[src/rtl/peak_mask_pkg.sv]
package peak_mask_pkg;

  // Clamp a coordinate into [lo, hi].
  function automatic int clamp_coord(input int p, input int lo, input int hi);
    if (p < lo) return lo;
    if (p > hi) return hi;
    return p;
  endfunction

  // Lowest column offset index (0..2r) allowed in offset row u.
  // The two outer rows lose their corner cells.
  function automatic int off_lo(input int u, input int r);
    return (u == 0 || u == 2 * r) ? 1 : 0;
  endfunction

  // Highest column offset index allowed in offset row u.
  function automatic int off_hi(input int u, input int r);
    return (u == 0 || u == 2 * r) ? 2 * r - 1 : 2 * r;
  endfunction

  // Cell coordinate from centre, radius and offset index.
  function automatic int cell_coord(input int c, input int r, input int off);
    return c - r + off;
  endfunction

  // Number of cells in a square of radius r with its four corners removed.
  function automatic int mask_cells(input int r);
    return (2 * r + 1) * (2 * r + 1) - 4;
  endfunction

endpackage

[src/rtl/peak_scan.sv]
module peak_scan #(
  parameter int GRID = 8,
  parameter int EW   = 12
) (
  input  logic                        clk,
  input  logic                        rst_n,
  input  logic                        take,
  input  logic [EW-1:0]               energy,
  output logic                        done,
  output logic [$clog2(GRID)-1:0]     pk_row,
  output logic [$clog2(GRID)-1:0]     pk_col
);
  localparam int N  = GRID * GRID;
  localparam int IW = $clog2(N);
  localparam int RW = $clog2(GRID);

  logic [IW-1:0] idx;
  logic [IW-1:0] best_idx;
  logic [EW-1:0] best_e;
  logic          last_take;
  logic          better;

  assign last_take = take && (idx == IW'(N - 1));
  // Strict compare: an equal later channel never replaces the stored one.
  assign better    = (idx == '0) || (energy > best_e);

  always_ff @(posedge clk) begin
    if (!rst_n) begin
      idx      <= '0;
      best_idx <= '0;
      best_e   <= '0;
      done     <= 1'b0;
    end else begin
      done <= last_take;
      if (take) begin
        idx <= last_take ? '0 : idx + 1'b1;
        if (better) begin
          best_e   <= energy;
          best_idx <= idx;
        end
      end
    end
  end

  assign pk_row = RW'(int'(best_idx) / GRID);
  assign pk_col = RW'(int'(best_idx) % GRID);

  // done is a single-cycle pulse.
  assert_done_pulse_R3: assert property (@(posedge clk) disable iff (!rst_n)
    done |=> !done);
  // done follows a completed event, so the channel counter has wrapped.
  assert_done_wrapped_R3: assert property (@(posedge clk) disable iff (!rst_n)
    done |-> idx == '0);
endmodule

[src/rtl/mask_walker.sv]
module mask_walker
  import peak_mask_pkg::*;
#(
  parameter int GRID = 8,
  parameter int R    = 2
) (
  input  logic                    clk,
  input  logic                    rst_n,
  input  logic                    start,
  input  logic [$clog2(GRID)-1:0] pk_row,
  input  logic [$clog2(GRID)-1:0] pk_col,
  output logic [$clog2(GRID)-1:0] ctr_row,
  output logic [$clog2(GRID)-1:0] ctr_col,
  output logic                    active,
  output logic [$clog2(GRID)-1:0] cell_row,
  output logic [$clog2(GRID)-1:0] cell_col,
  output logic                    first,
  output logic                    last
);
  localparam int RW    = $clog2(GRID);
  localparam int OW    = $clog2(2 * R + 1);
  localparam int CELLS = mask_cells(R);
  localparam int LO    = R;
  localparam int HI    = GRID - 1 - R;

  logic [OW-1:0] u;  // row offset index 0..2R
  logic [OW-1:0] v;  // column offset index 0..2R
  logic          row_end;

  assign row_end = (int'(v) == off_hi(int'(u), R));
  assign first   = active && (u == '0) && (int'(v) == off_lo(0, R));
  assign last    = active && (int'(u) == 2 * R) && row_end;

  always_ff @(posedge clk) begin
    if (!rst_n) begin
      active  <= 1'b0;
      u       <= '0;
      v       <= '0;
      ctr_row <= '0;
      ctr_col <= '0;
    end else if (start) begin
      active  <= 1'b1;
      u       <= '0;
      v       <= OW'(off_lo(0, R));
      ctr_row <= RW'(clamp_coord(int'(pk_row), LO, HI));
      ctr_col <= RW'(clamp_coord(int'(pk_col), LO, HI));
    end else if (active) begin
      if (last) begin
        active <= 1'b0;
      end else if (row_end) begin
        u <= u + 1'b1;
        v <= OW'(off_lo(int'(u) + 1, R));
      end else begin
        v <= v + 1'b1;
      end
    end
  end

  assign cell_row = RW'(cell_coord(int'(ctr_row), R, int'(u)));
  assign cell_col = RW'(cell_coord(int'(ctr_col), R, int'(v)));

  // Independent count of walk cycles, for the length check.
  logic [$clog2(CELLS+1)-1:0] walk_cnt;
  always_ff @(posedge clk) begin
    if (!rst_n || start) walk_cnt <= '0;
    else if (active)     walk_cnt <= walk_cnt + 1'b1;
  end

  // the end strobe comes on exactly the last of the cells.
  assert_walk_len_R6: assert property (@(posedge clk) disable iff (!rst_n)
    last |-> walk_cnt == ($clog2(CELLS+1))'(CELLS - 1));
  // no corner offset is ever presented.
  assert_no_corner_R6: assert property (@(posedge clk) disable iff (!rst_n)
    active |-> !((u == '0 || int'(u) == 2 * R) && (v == '0 || int'(v) == 2 * R)));
  // the centre stays in the clamp range while walking.
  assert_ctr_range_R5: assert property (@(posedge clk) disable iff (!rst_n)
    active |-> (int'(ctr_row) >= LO && int'(ctr_row) <= HI &&
                int'(ctr_col) >= LO && int'(ctr_col) <= HI));
  // start and end strobes are exclusive.
  assert_strobe_excl_R7: assert property (@(posedge clk) disable iff (!rst_n)
    !(first && last));
endmodule

[src/rtl/peak_mask_seq.sv]
module peak_mask_seq #(
  parameter int GRID = 8,
  parameter int EW   = 12,
  parameter int R    = 2
) (
  input  logic                    clk,
  input  logic                    rst_n,
  input  logic                    in_valid,
  output logic                    in_ready,
  input  logic [EW-1:0]           in_energy,
  output logic                    peak_done,
  output logic [$clog2(GRID)-1:0] peak_row,
  output logic [$clog2(GRID)-1:0] peak_col,
  output logic [$clog2(GRID)-1:0] ctr_row,
  output logic [$clog2(GRID)-1:0] ctr_col,
  output logic                    cell_valid,
  output logic [$clog2(GRID)-1:0] cell_row,
  output logic [$clog2(GRID)-1:0] cell_col,
  output logic                    cell_first,
  output logic                    cell_last
);
  logic take;
  logic busy;

  assign busy     = peak_done || cell_valid;
  assign in_ready = !busy;
  assign take     = in_valid && in_ready;

  peak_scan #(.GRID(GRID), .EW(EW)) u_scan (
    .clk    (clk),
    .rst_n  (rst_n),
    .take   (take),
    .energy (in_energy),
    .done   (peak_done),
    .pk_row (peak_row),
    .pk_col (peak_col)
  );

  mask_walker #(.GRID(GRID), .R(R)) u_walk (
    .clk      (clk),
    .rst_n    (rst_n),
    .start    (peak_done),
    .pk_row   (peak_row),
    .pk_col   (peak_col),
    .ctr_row  (ctr_row),
    .ctr_col  (ctr_col),
    .active   (cell_valid),
    .cell_row (cell_row),
    .cell_col (cell_col),
    .first    (cell_first),
    .last     (cell_last)
  );

  // the walk opens in the cycle after the peak is found.
  assert_walk_follows_R6: assert property (@(posedge clk) disable iff (!rst_n)
    peak_done |=> (cell_valid && cell_first));
  // the walk stops right after its end strobe.
  assert_idle_after_last_R7: assert property (@(posedge clk) disable iff (!rst_n)
    cell_last |=> !cell_valid);
  // intake is held off for the whole walk.
  assert_hold_off_R9: assert property (@(posedge clk) disable iff (!rst_n)
    (peak_done || cell_valid) |-> !in_ready);
  // each cell stays within the neighbourhood of the centre.
  assert_cell_near_R8: assert property (@(posedge clk) disable iff (!rst_n)
    cell_valid |-> (int'(cell_row) + R >= int'(ctr_row) && int'(cell_row) <= int'(ctr_row) + R &&
                    int'(cell_col) + R >= int'(ctr_col) && int'(cell_col) <= int'(ctr_col) + R));
endmodule

[config.mk]
export PLATFORM = sky130hd
export DESIGN_NAME = peak_mask_seq
export DESIGN_NICKNAME = d
export VERILOG_FILES = /design/src/rtl/peak_mask_pkg.sv /design/src/rtl/peak_scan.sv /design/src/rtl/mask_walker.sv /design/src/rtl/peak_mask_seq.sv
export SDC_FILE = /design/constraint.sdc
export NUM_CORES = 1
export LEC_CHECK = 0
export CAP_MARGIN = 20
export CELL_PAD_IN_SITES_DETAIL_PLACEMENT = 1
export CELL_PAD_IN_SITES_GLOBAL_PLACEMENT = 2
export CORE_MARGIN = 3
export CORE_UTILIZATION = 28
export CTS_CLUSTER_DIAMETER = 100
export DETAILED_ROUTE_END_ITERATION = 8
export GPL_TIMING_DRIVEN = 0
export HOLD_SLACK_MARGIN = 0.1
export PLACE_DENSITY_LB_ADDON = 0.1
export SLEW_MARGIN = 30
export SYNTH_ARGS = -nofsm -noshare
export SYNTH_HDL_FRONTEND = slang
export SYNTH_SLANG_ARGS = --single-unit
export TNS_END_PERCENT = 5
[constraint.sdc]
create_clock -name clk -period 1.8 [get_ports clk]
set_input_delay 0.27 -clock clk [delete_from_list [all_inputs] [get_ports clk]]
set_output_delay 0.27 -clock clk [all_outputs]
set_load 0.02 [all_outputs]
-- Word level (Yosys, flattened, before mapping)
Index checks and enable logic that the tools add are counted.
W data, S select, Z words.
- $add $sub $neg: 8
- multiply operators: 0
- divide/modulo/power cells: 0
- magnitude comparators: 5
- equality and inequality tests: 6
- shifts and indexed selects: 0
- multiplexer cells: 32
- bitwise gates (word level): 2
- reductions and logical operators: 21
- operator list (operator ; count):
    $eq A32 B4 Y1 const B ; 1
    $logic_not A32 Y1 ; 1
    $mux W3 ; 8
    $mux W1 ; 21
    $gt A12 B12 Y1 ; 1
    $add A3 B1 Y3 const B ; 2
    $add A3 B3 Y3 ; 2
    $add A6 B1 Y6 const B ; 1
    $eq A6 B6 Y1 const B ; 1
    $gt A3 B3 Y1 const B ; 2
    $logic_and A1 B1 Y1 ; 6
    $logic_not A3 Y1 ; 2
    $logic_not A6 Y1 ; 1
    $lt A3 B2 Y1 const B ; 2
    $mux W6 ; 1
    $reduce_and A2 Y1 ; 3
    $sub A3 B2 Y3 const B ; 2
    $add A3 B1 Y4 const B ; 1
    $logic_or A1 B1 Y1 ; 4
    $mux W2 ; 2
    $eq A3 B2 Y1 const B ; 1
    $eq A3 B3 Y1 ; 1
    $eq A3 B3 Y1 const B ; 1
    $reduce_and A3 Y1 ; 1
    5 further kinds ; 6
- register bits: 38
- latch bits: 0
- bits in writable memories: 0
- ROM bits: 0
- input bits: 15
- logic and storage cells: 84
- memories kept: 0

-- Logic depth before layout (Yosys ltp)
Gate-level depths: netlist (run 1).
- word-level depth: 9
- depth in mapped cells: 10
- gate-level depth less buffers: 8

-- Hierarchy
A second synthesis (run 1) with hierarchy kept.
- cell total of the unflattened synthesis: 352
- area, all modules: 2745.1 µm²
- modules (own cells, without submodules) (module ; times used ; cells an instance ; area each (µm²) ; sequential area each (µm²)):
    peak_scan ; 1 ; 253 ; 1890.6 ; 500.5
    mask_walker ; 1 ; 97 ; 838.3 ; 260.2
    peak_mask_seq ; 1 ; 2 ; 16.3 ; 0.0

-- Worst setup path before layout (run 1)
OpenSTA, ideal clock, no wires.
- path type: reg2reg
- from: reg u_scan.best_e[9]
- to: reg u_scan.best_e[0]
- setup time: 0.118 ns
- data arrival time: 1.691 ns
- required time: 1.682 ns
- setup slack: -0.009 ns
- cell stages (with the launch flop): 10
- path through: dfxtp_1 inv_1 ha_1 a21o_1 a21o_1 a211oi_1 a211oi_2 buf_6 buf_12 mux2i_1
- cells in the longest elaborated chain, start to end: 3
- RTL lines (item ; line ; text):
    start, declared ; peak_scan.sv:19 ; logic [EW-1:0] best_e;
    start signal, assigned ; peak_scan.sv:38 ; best_e <= energy;
    $gt A12 B12 Y1 ; peak_scan.sv:25 ; assign better = (idx == '0) || (energy > best_e);
    $logic_or A1 B1 Y1 ; peak_scan.sv:25 ;
    $reduce_and A2 Y1 (no line) ; n/a ;
No other way between the ends.
A chain may end at the register's enable or synchronous reset.

-- Final worst setup path (run 1)
- from: reg u_walk.ctr_col[1]
- to: out cell_col[2]
- cells in the longest elaborated chain, start to end: 2
- RTL lines (item ; line ; text):
    start, declared ; mask_walker.sv:13 ; output logic [$clog2(GRID)-1:0] ctr_col,
    start signal, assigned ; mask_walker.sv:46 ; ctr_col <= RW'(clamp_coord(int'(pk_col), LO, HI));
    $sub A3 B2 Y3 ; peak_mask_pkg.sv:23 ; return c - r + off;
    $add A3 B3 Y3 ; peak_mask_pkg.sv:23 ;
    end, declared ; peak_mask_seq.sv:18 ; output logic [$clog2(GRID)-1:0] cell_col,
No other way between the ends.

==> results by group, run 1 <==
Logic synthesis
  • Async S/R FF share, synth: 0
  • Mux contribution to synthesized area: 0.0991
  • Yosys top cell area share: 0.359
  • Sequential share of the synthesized area: 0.359
  • Post-Synth XOR/XNOR Area: 0.0537
  • Distinct cells, synth: 35
  • Synth Warn #: 0
  • Largest cells by area after synthesis: dfxtp_1 36%, ha_1 14%, mux2i_1 9.9%, nand2_1 7.6%, inv_1 4.1%
  • Yosys top cell by area: dfxtp_1
  • Post-Synthesis Cells: roughly 250
  • Synthesized flop and latch total: 38
  • Area of the mapped netlist: approximately 2100 um^2
  • List of most frequent post-synthesis cells: 43 x nand2_1, 38 x dfxtp_1, 24 x ha_1, 23 x inv_1, 21 x mux2i_1
  • Most frequent cell after synthesis: nand2_1
  • Top_reg_cell synth: dfxtp_1
  • Syn_nets: about 290
  • Synth Area in Compound Gates: 0.0903
  • Post-synthesis adder-cell area fraction: 0.142
  • Post-Synth Simple-Gate Area: 0.191
  • Syn avg cell area: about 8.6 um^2
  • Largest family of logic cells by synthesized area: simple AND/OR/NAND/NOR gates
  • Post-synth EDFFs: 0

STA
  • Final Max Tran Viols: 0
  • RSZ-0062 raised after global routing: true
  • Final Hold Vio Count: 0
  • Relative slew slack: 0.600
  • Final-report setup violation count: 15
  • Clock skew: about 0.0042 ns
  • Worst Slack Setup Final: -0.0836 ns
  • Tcrit/Tclk final: 1.05
  • Max Clock Freq: 531 MHz
  • Final Critical Period: approximately 1.9 ns
  • Slew @ Worst Pin: around 0.60 ns

Clocking
  • H-tree depth: 2
  • Clock Tree Root: clkbuf_8
  • Reg clk slew, reported paths: ~0.07 ns
  • Bufs on Longest Clock Path: 2
  • CTS buffer count: 5
  • Clock sinks: 38
  • Worst skew pair latency: 0.29 ns
  • CTS tree: yes

Placed design
  • I/O Buffers: 37
  • DPL Wire Length: 4010 um
  • Routability cong.: approximately 0.68

Routing
  • Drt first pass iters: 6
  • Final wirelength: about 5300 um
  • DRC: 0
  • Post-DR vias/cell: 4.51
  • DR iter-0 viols: 36
  • Total number of vias: approximately 1,800
  • Final ANT Viol Nets: 0
  • DR WL/cell: ~13 um

Worst setup path
  • Critical-path maximum fanout: 2
  • Worst setup EP type: primary output
  • Crit path kind: register to primary output
  • Critical Path RT: 1.53 ns
  • RR Startpoint: u_scan.best_e[5]
  • RR Endpoint: u_scan.best_e[10]
  • Setup slack, reg-to-reg: -0.02 ns
  • Startpoint Class: register
  • Worst R2R Path Depth: 9
  • Worst EP arrival: approximately 1.6 ns

Pwr
  • Leak pwr: ~1.1 nW
  • Worst ir drop on vdd: roughly 0.20 mV
  • Total Power: roughly 1.7 mW
  • PwrDens: ~610 nW/um^2

Die
  • Initial core utilization: 0.291
  • IO Count: 38
  • Chip width: around 93 um
  • Num rows: 31
  • Die height: around 93 um
  • Total die area: 8650 um^2
  • Core ar.: 7290 um^2

Global route
  • Antenna violations before repair: 0
  • Global router's overall resource usage: 0.131
  • First-pass GRT wire length: roughly 8900 um
  • Vias in the first global route: 1,787
  • Largest net degree at the start of global routing: 11
  • Gr ovfl total: 0

Status
  • Failing checks: setup timing
  • Outcome: complete, but fails checks

Hold path
  • Worst hold path startpoint: in_energy[5]
  • Hold Path Sink: u_scan.best_e[5]
  • HP Class: input port to register
  • Min-Delay Path Depth: 3

Final layout
  • Nets: ~340
  • Layout overhead on the synthesized area: 31.8%
  • Layout cells sized above 1: 0.152
  • Fill cells: 900
  • Ant diodes: 0
  • Multi-input gate area: roughly 1300 um^2
  • Final design utilization: 0.383
  • Area occupied by registers: slightly below 800 um^2

Job
  • Max Cap Viol: 0
==> worst max-delay path, cell delays in order, from the launching register on <==
cell and delay, ns:
dfxtp_2 0.34, inv_1 0.04, ha_1 0.27, inv_1 0.06, ha_2 0.16, xor2_1 0.16, xnor2_1 0.13, buf_4 0.16
==> area by class of cell <==
cell class | count | area share
multi-input cells | 177 | 0.457
clock buffers | 7 | 0.0273
flip-flops and latches | 38 | 0.278
inverters | 23 | 0.0309
well taps | 99 | 0.0443
plain buffers | 8 | 0.0197
repair buffers | 44 | 0.143
==> sequential cells by signal, summed over array words and instances (netlist names) <==
| name | cells |
|---|---|
| u_scan.best_e | 12 |
| u_scan.best_idx | 6 |
| u_scan.idx | 6 |
| u_walk.ctr_col | 3 |
| u_walk.ctr_row | 3 |
| u_walk.u | 3 |
| u_walk.v | 3 |
| u_scan.done | 1 |
| u_walk.active | 1 |
==> metal layers <==
| layer | up-vias | wire length [um] | track usage |
|---|---|---|---|
| li1 | 923 | - | - |
| met1 | 831 | 2580 | 0.178 |
| met2 | 23 | 2450 | 0.205 |
| met3 | 8 | 166 | 0.0257 |
| met4 | 0 | 71 | 0.0476 |
| met5 | - | 0 | 0 |
==> worst max-delay path by stage <==
stage | cells past startpoint | to | start
6_report | 7 | cell_col[2] | u_walk.ctr_col[1]
2_1_floorplan | 6 | cell_row[2] | u_walk.ctr_row[1]
3_5_place_dp | 9 | u_scan.best_e[11] | in_energy[7]
4_1_cts | 7 | cell_row[2] | u_walk.ctr_row[1]
5_1_grt | 7 | cell_row[2] | u_walk.u[1]
3_3_place_gp | 9 | u_scan.best_e[0] | in_energy[7]
==> stage by stage <==
step | std cells | setup WS [ns] | hold slack [ns] | instance area (um^2) | setup TNS, ns
floorplan | 246 | -0.000984 | 0.412 | 2130 | -0.00196
global placement | 382 | -0.531 | 0.446 | 2620 | -9.57
detailed placement | 382 | -0.565 | 0.456 | 2620 | -10.07
CTS | 396 | -0.111 | 0.371 | 2780 | -0.703
global route | 396 | -0.231 | 0.400 | 2800 | -3.43
finish | 396 | -0.0836 | 0.376 | 2800 | -0.351
==> logic make-up after synthesis <==
kind of cell | count (synthesis)
AO/OA/AOI/OAI | 31
XOR/XNOR | 13
multiplexers | 21
adder cells (fa/ha/maj) | 24
buffers and inverters | 31
flip-flops | 38
AND/OR/NAND/NOR | 88
==> cell usage in the layout (no fill, tap or decap), types with 8 or more instances in the layout <==
| cell type | n |
|---|---|
| mux2i_1 | 21 |
| a21oi_1 | 8 |
| dlygate4sd2_1 | 10 |
| dfxtp_2 | 9 |
| buf_4 | 9 |
| nor2_1 | 12 |
| inv_1 | 20 |
| dfxtp_1 | 28 |
| ha_1 | 20 |
| nand2_1 | 43 |
| xnor2_1 | 8 |
| clkdlybuf4s50_1 | 21 |
==> repair_timing <==
action / 4_1_cts / 5_1_grt
hold buffers: 0 / 0
setup endpoints to repair: 28 / 27
buffers inserted: 7 / 0
pin swaps: 7 / 3
gates resized for setup: 54 / 10
==> report_power, final <==
part | total, mW | switching [mW] | leakage, nW | internal [mW]
Sequential | 0.883 | 0.0173 | 0.314 | 0.866
Combinational | 0.255 | 0.127 | 0.791 | 0.129
Clock | 0.572 | 0.305 | 0.0383 | 0.267
Total | 1.71 | 0.449 | 1.14 | 1.26
No activity file was read; power rests on OpenSTA's default activity.
==> run 2: changes to the inputs <==
--- a/config.mk
+++ b/config.mk
@@ -9,7 +9,8 @@
 export CELL_PAD_IN_SITES_DETAIL_PLACEMENT = 1
 export CELL_PAD_IN_SITES_GLOBAL_PLACEMENT = 2
 export CORE_MARGIN = 3
-export CORE_UTILIZATION = 28
+export CORE_UTILIZATION = 29
+export CTS_BUF_LIST = sky130_fd_sc_hd__clkbuf_8
 export CTS_CLUSTER_DIAMETER = 100
 export DETAILED_ROUTE_END_ITERATION = 8
 export GPL_TIMING_DRIVEN = 0
==> run 2 against run 1 <==
  * The flow still finishes with violations (setup timing)
  * Routed wire length grew 0.57%
  * Sequential power is essentially flat
  * Final area grew 2.7%
  * Register-to-register slack lost 0.02 ns
  * Hold slack lost 0.0034 ns
  * Sequential share of layout area shrank 0.74 points
  * Critical path depth is the same
  * Combinational power grew 8.2%
  * Core utilization grew 3.0 points
  * Clock power grew 21%
  * Clock-buffer cell count grew 1
  * Final cell count shrank 0.76%
  * Critical path type unchanged
  * Largest cell class unchanged
==> results by group, run 2 (synthesis results as in run 1) <==
Routing
  • Drt first pass iters: 4 (was 6)
  • DRC: 0 (unchanged)
  • Routed met3 length: 165 um (was 166 um)
  • DR WL/cell: 13.5 um (was 13.3 um)
  • Post-DR vias/cell: 4.52 (was 4.51)
  • M1 WL: 2680 um (was 2580 um)
  • DR WL met2: 2390 um (was 2450 um)
  • Top sig layer: met4 (unchanged)
  • DR iter-0 viols: 38 (was 36)
  • Total number of vias: 1,775 (was 1,785)
  • Final ANT Viol Nets: 0 (unchanged)
  • Final wirelength: 5300 um (was 5270 um)

Placed design
  • Placed cell areas: 2620 um^2 (about the same)
  • DPL Wire Length: 3980 um (was 4010 um)
  • I/O Buffers: 37 (unchanged)
  • Routability cong.: 0.724 (was 0.682)
  • Setup WS pre-CTS: -0.511 ns (was -0.565 ns)

STA
  • Final-report setup violation count: 14 (was 15)
  • RSZ-0062 raised after global routing: true (unchanged)
  • Final Critical Period: 1.91 ns (was 1.88 ns)
  • Clock skew: 0.00304 ns (was 0.00424 ns)
  • Setup TNS: -0.504 ns (was -0.351 ns)
  • Final Max Tran Viols: 0 (unchanged)
  • Relative slew slack: 0.651 (was 0.600)
  • Worst Slack Setup Final: -0.111 ns (was -0.0836 ns)
  • Max Clock Freq: 523 MHz (was 531 MHz)
  • Final Hold Vio Count: 0 (unchanged)
  • Slew @ Worst Pin: 0.524 ns (was 0.600 ns)
  • Tcrit/Tclk final: 1.06 (was 1.05)
  • Hold_ws: 0.373 ns (was 0.376 ns)

Worst setup path
  • Worst-path cell chain: inv_1 -> ha_1 -> inv_1 -> ha_2 -> xor2_2 -> xnor2_1 -> buf_4 (was inv_1 -> ha_1 -> inv_1 -> ha_2 -> xor2_1 -> xnor2_1 -> buf_4)
  • Worst setup EP type: primary output (unchanged)
  • Most used cell, CP: inv_1 (unchanged)
  • Worst EP arrival: 1.64 ns (was 1.61 ns)
  • Crit path buf inv count: 3 (unchanged)
  • Critical Path RT: 1.53 ns (about the same)
  • Largest stage delay on the critical path: 0.35 ns (was 0.34 ns)
  • Family with the most delay on the worst path: adder cells (unchanged)
  • Slowest CP cell: dfxtp_4 (was dfxtp_2)
  • Critical-path maximum fanout: 2 (unchanged)
  • Startpoint Class: register (unchanged)
  • Crit path kind: register to primary output (unchanged)

Die
  • IO Count: 38 (unchanged)
  • Core ar.: 6940 um^2 (was 7290 um^2)
  • Chip width: 91.5 um (was 93.0 um)
  • Die height: 91.5 um (was 93.0 um)
  • Total die area: 8380 um^2 (was 8650 um^2)
  • Num rows: 30 (was 31)
  • Initial core utilization: 0.305 (was 0.291)

Global route
  • Vias in the first global route: 1,824 (was 1,787)
  • First-pass GRT wire length: 8980 um (was 8880 um)
  • Largest net degree at the start of global routing: 12 (was 11)
  • Global router's overall resource usage: 0.135 (was 0.131)
  • Antenna violations before repair: 0 (unchanged)
  • Gr ovfl total: 0 (unchanged)

Hold path
  • HP Class: input port to register (unchanged)

Clocking
  • Clock sinks: 38 (unchanged)
  • Reg clk slew, reported paths: 0.08 ns (was 0.07 ns)
  • Bufs on Longest Clock Path: 2 (unchanged)
  • CTS buffer count: 5 (unchanged)
  • CTS tree: yes (unchanged)
  • Worst skew pair latency: 0.29 ns (about the same)
  • CTS Hold Buffers Added: 0 (unchanged)
  • H-tree depth: 2 (unchanged)
  • Clock Tree Root: clkbuf_8 (unchanged)

Pwr
  • Clock Power Share: 0.374 (was 0.334)
  • Combinational Power Share: 0.149 (about the same)
  • Worst ir drop on vdd: 0.256 mV (was 0.200 mV)
  • Sequential power share: 0.477 (was 0.516)
  • Leak pwr: 1.17 nW (was 1.14 nW)
  • Sw frac: 0.247 (was 0.262)
  • Internal power: 1.39 mW (was 1.26 mW)
  • Sw power: 0.458 mW (was 0.449 mW)
  • PwrDens: 645 nW/um^2 (was 612 nW/um^2)

Status
  • Failing checks: setup timing (unchanged)
  • Outcome: complete, but fails checks (unchanged)

Final layout
  • Fin area: 2870 um^2 (was 2800 um^2)
  • Biggest regs: u_scan.best_e: 12 flops, u_scan.best_idx: 6 flops, u_scan.idx: 6 flops (unchanged)
  • Ant diodes: 0 (unchanged)
  • Layout cells sized above 1: 0.165 (was 0.152)
  • Most frequent cells in the layout: 43 x nand2_1, 28 x dfxtp_1, 21 x inv_1, 21 x mux2i_1, 19 x clkdlybuf4s50_1 (was 43 x nand2_1, 28 x dfxtp_1, 21 x mux2i_1, 21 x clkdlybuf4s50_1)
  • Biggest register: u_scan.best_e (unchanged)
  • Most common cell after layout, fill and taps aside: nand2_1 (unchanged)
  • Nets: 335 (was 336)
  • Max FFs per register: 12 (unchanged)
  • Layout overhead on the synthesized area: 35.4% (was 31.8%)

Job
  • Max Cap Viol: 0 (unchanged)
==> run 2: layout make-up <==
type	count	area (um^2)
Inverter	23	86.3
Multi-Input combinational cell	177	1320
Tap cell	96	120
Fill cell	820	4070
Buffer	8	55.1
Sequential cell	38	776
Clock buffer	8	110
Timing Repair Buffer	43	405
==> run 2: final timing paths <==
path,startpoint,to,slack (ns),cells after the start
worst max-delay path,u_walk.v[1],cell_col[2],-0.11,7
worst max register to register,u_scan.best_e[1],u_scan.best_idx[1],-0.04,10
worst min register to register,u_scan.best_e[9],u_scan.best_e[9],0.46,2
worst min-delay path,in_energy[6],u_scan.best_e[6],0.37,3
==> run 2: routing by layer <==
metal  up-vias  GRT usage
met5         -          0
met4         0     0.0452
met3         5     0.0298
met2        23      0.223
met1       826      0.173
li1        921          -
==> run 2: power groups by stage <==
stage,Combinational [mW],Clock (mW),Sequential [mW]
after floorplan,0.152,0,0.901
after global placement,0.238,0,0.903
after detailed placement,0.241,0,0.903
after CTS,0.275,0.725,0.884
after global routing,0.312,0.755,0.888
final,0.276,0.693,0.883
==> run 2: worst reg2reg max path, cell delays in order, from the launching register on <==
cell	delay (ns)
dfxtp_2	0.34
inv_2	0.04
ha_4	0.25
nor2b_4	0.13
o211ai_1	0.09
a21oi_1	0.14
o21bai_1	0.09
a211oi_2	0.20
buf_6	0.17
buf_12	0.15
mux2i_1	0.19
==> run 2: repair_timing <==
item,4_1_cts,5_1_grt
pin swaps,6,0
gates resized for setup,62,7
buffers inserted,6,0
endpoints found under the setup margin,28,26
==> run 2: metrics by stage <==
stage	util	power [mW]	std cells
finish	0.414	1.85	393
global route	0.414	1.96	393
CTS	0.412	1.88	393
detailed placement	0.377	1.14	379
global placement	0.377	1.14	379
floorplan	-	1.05	246
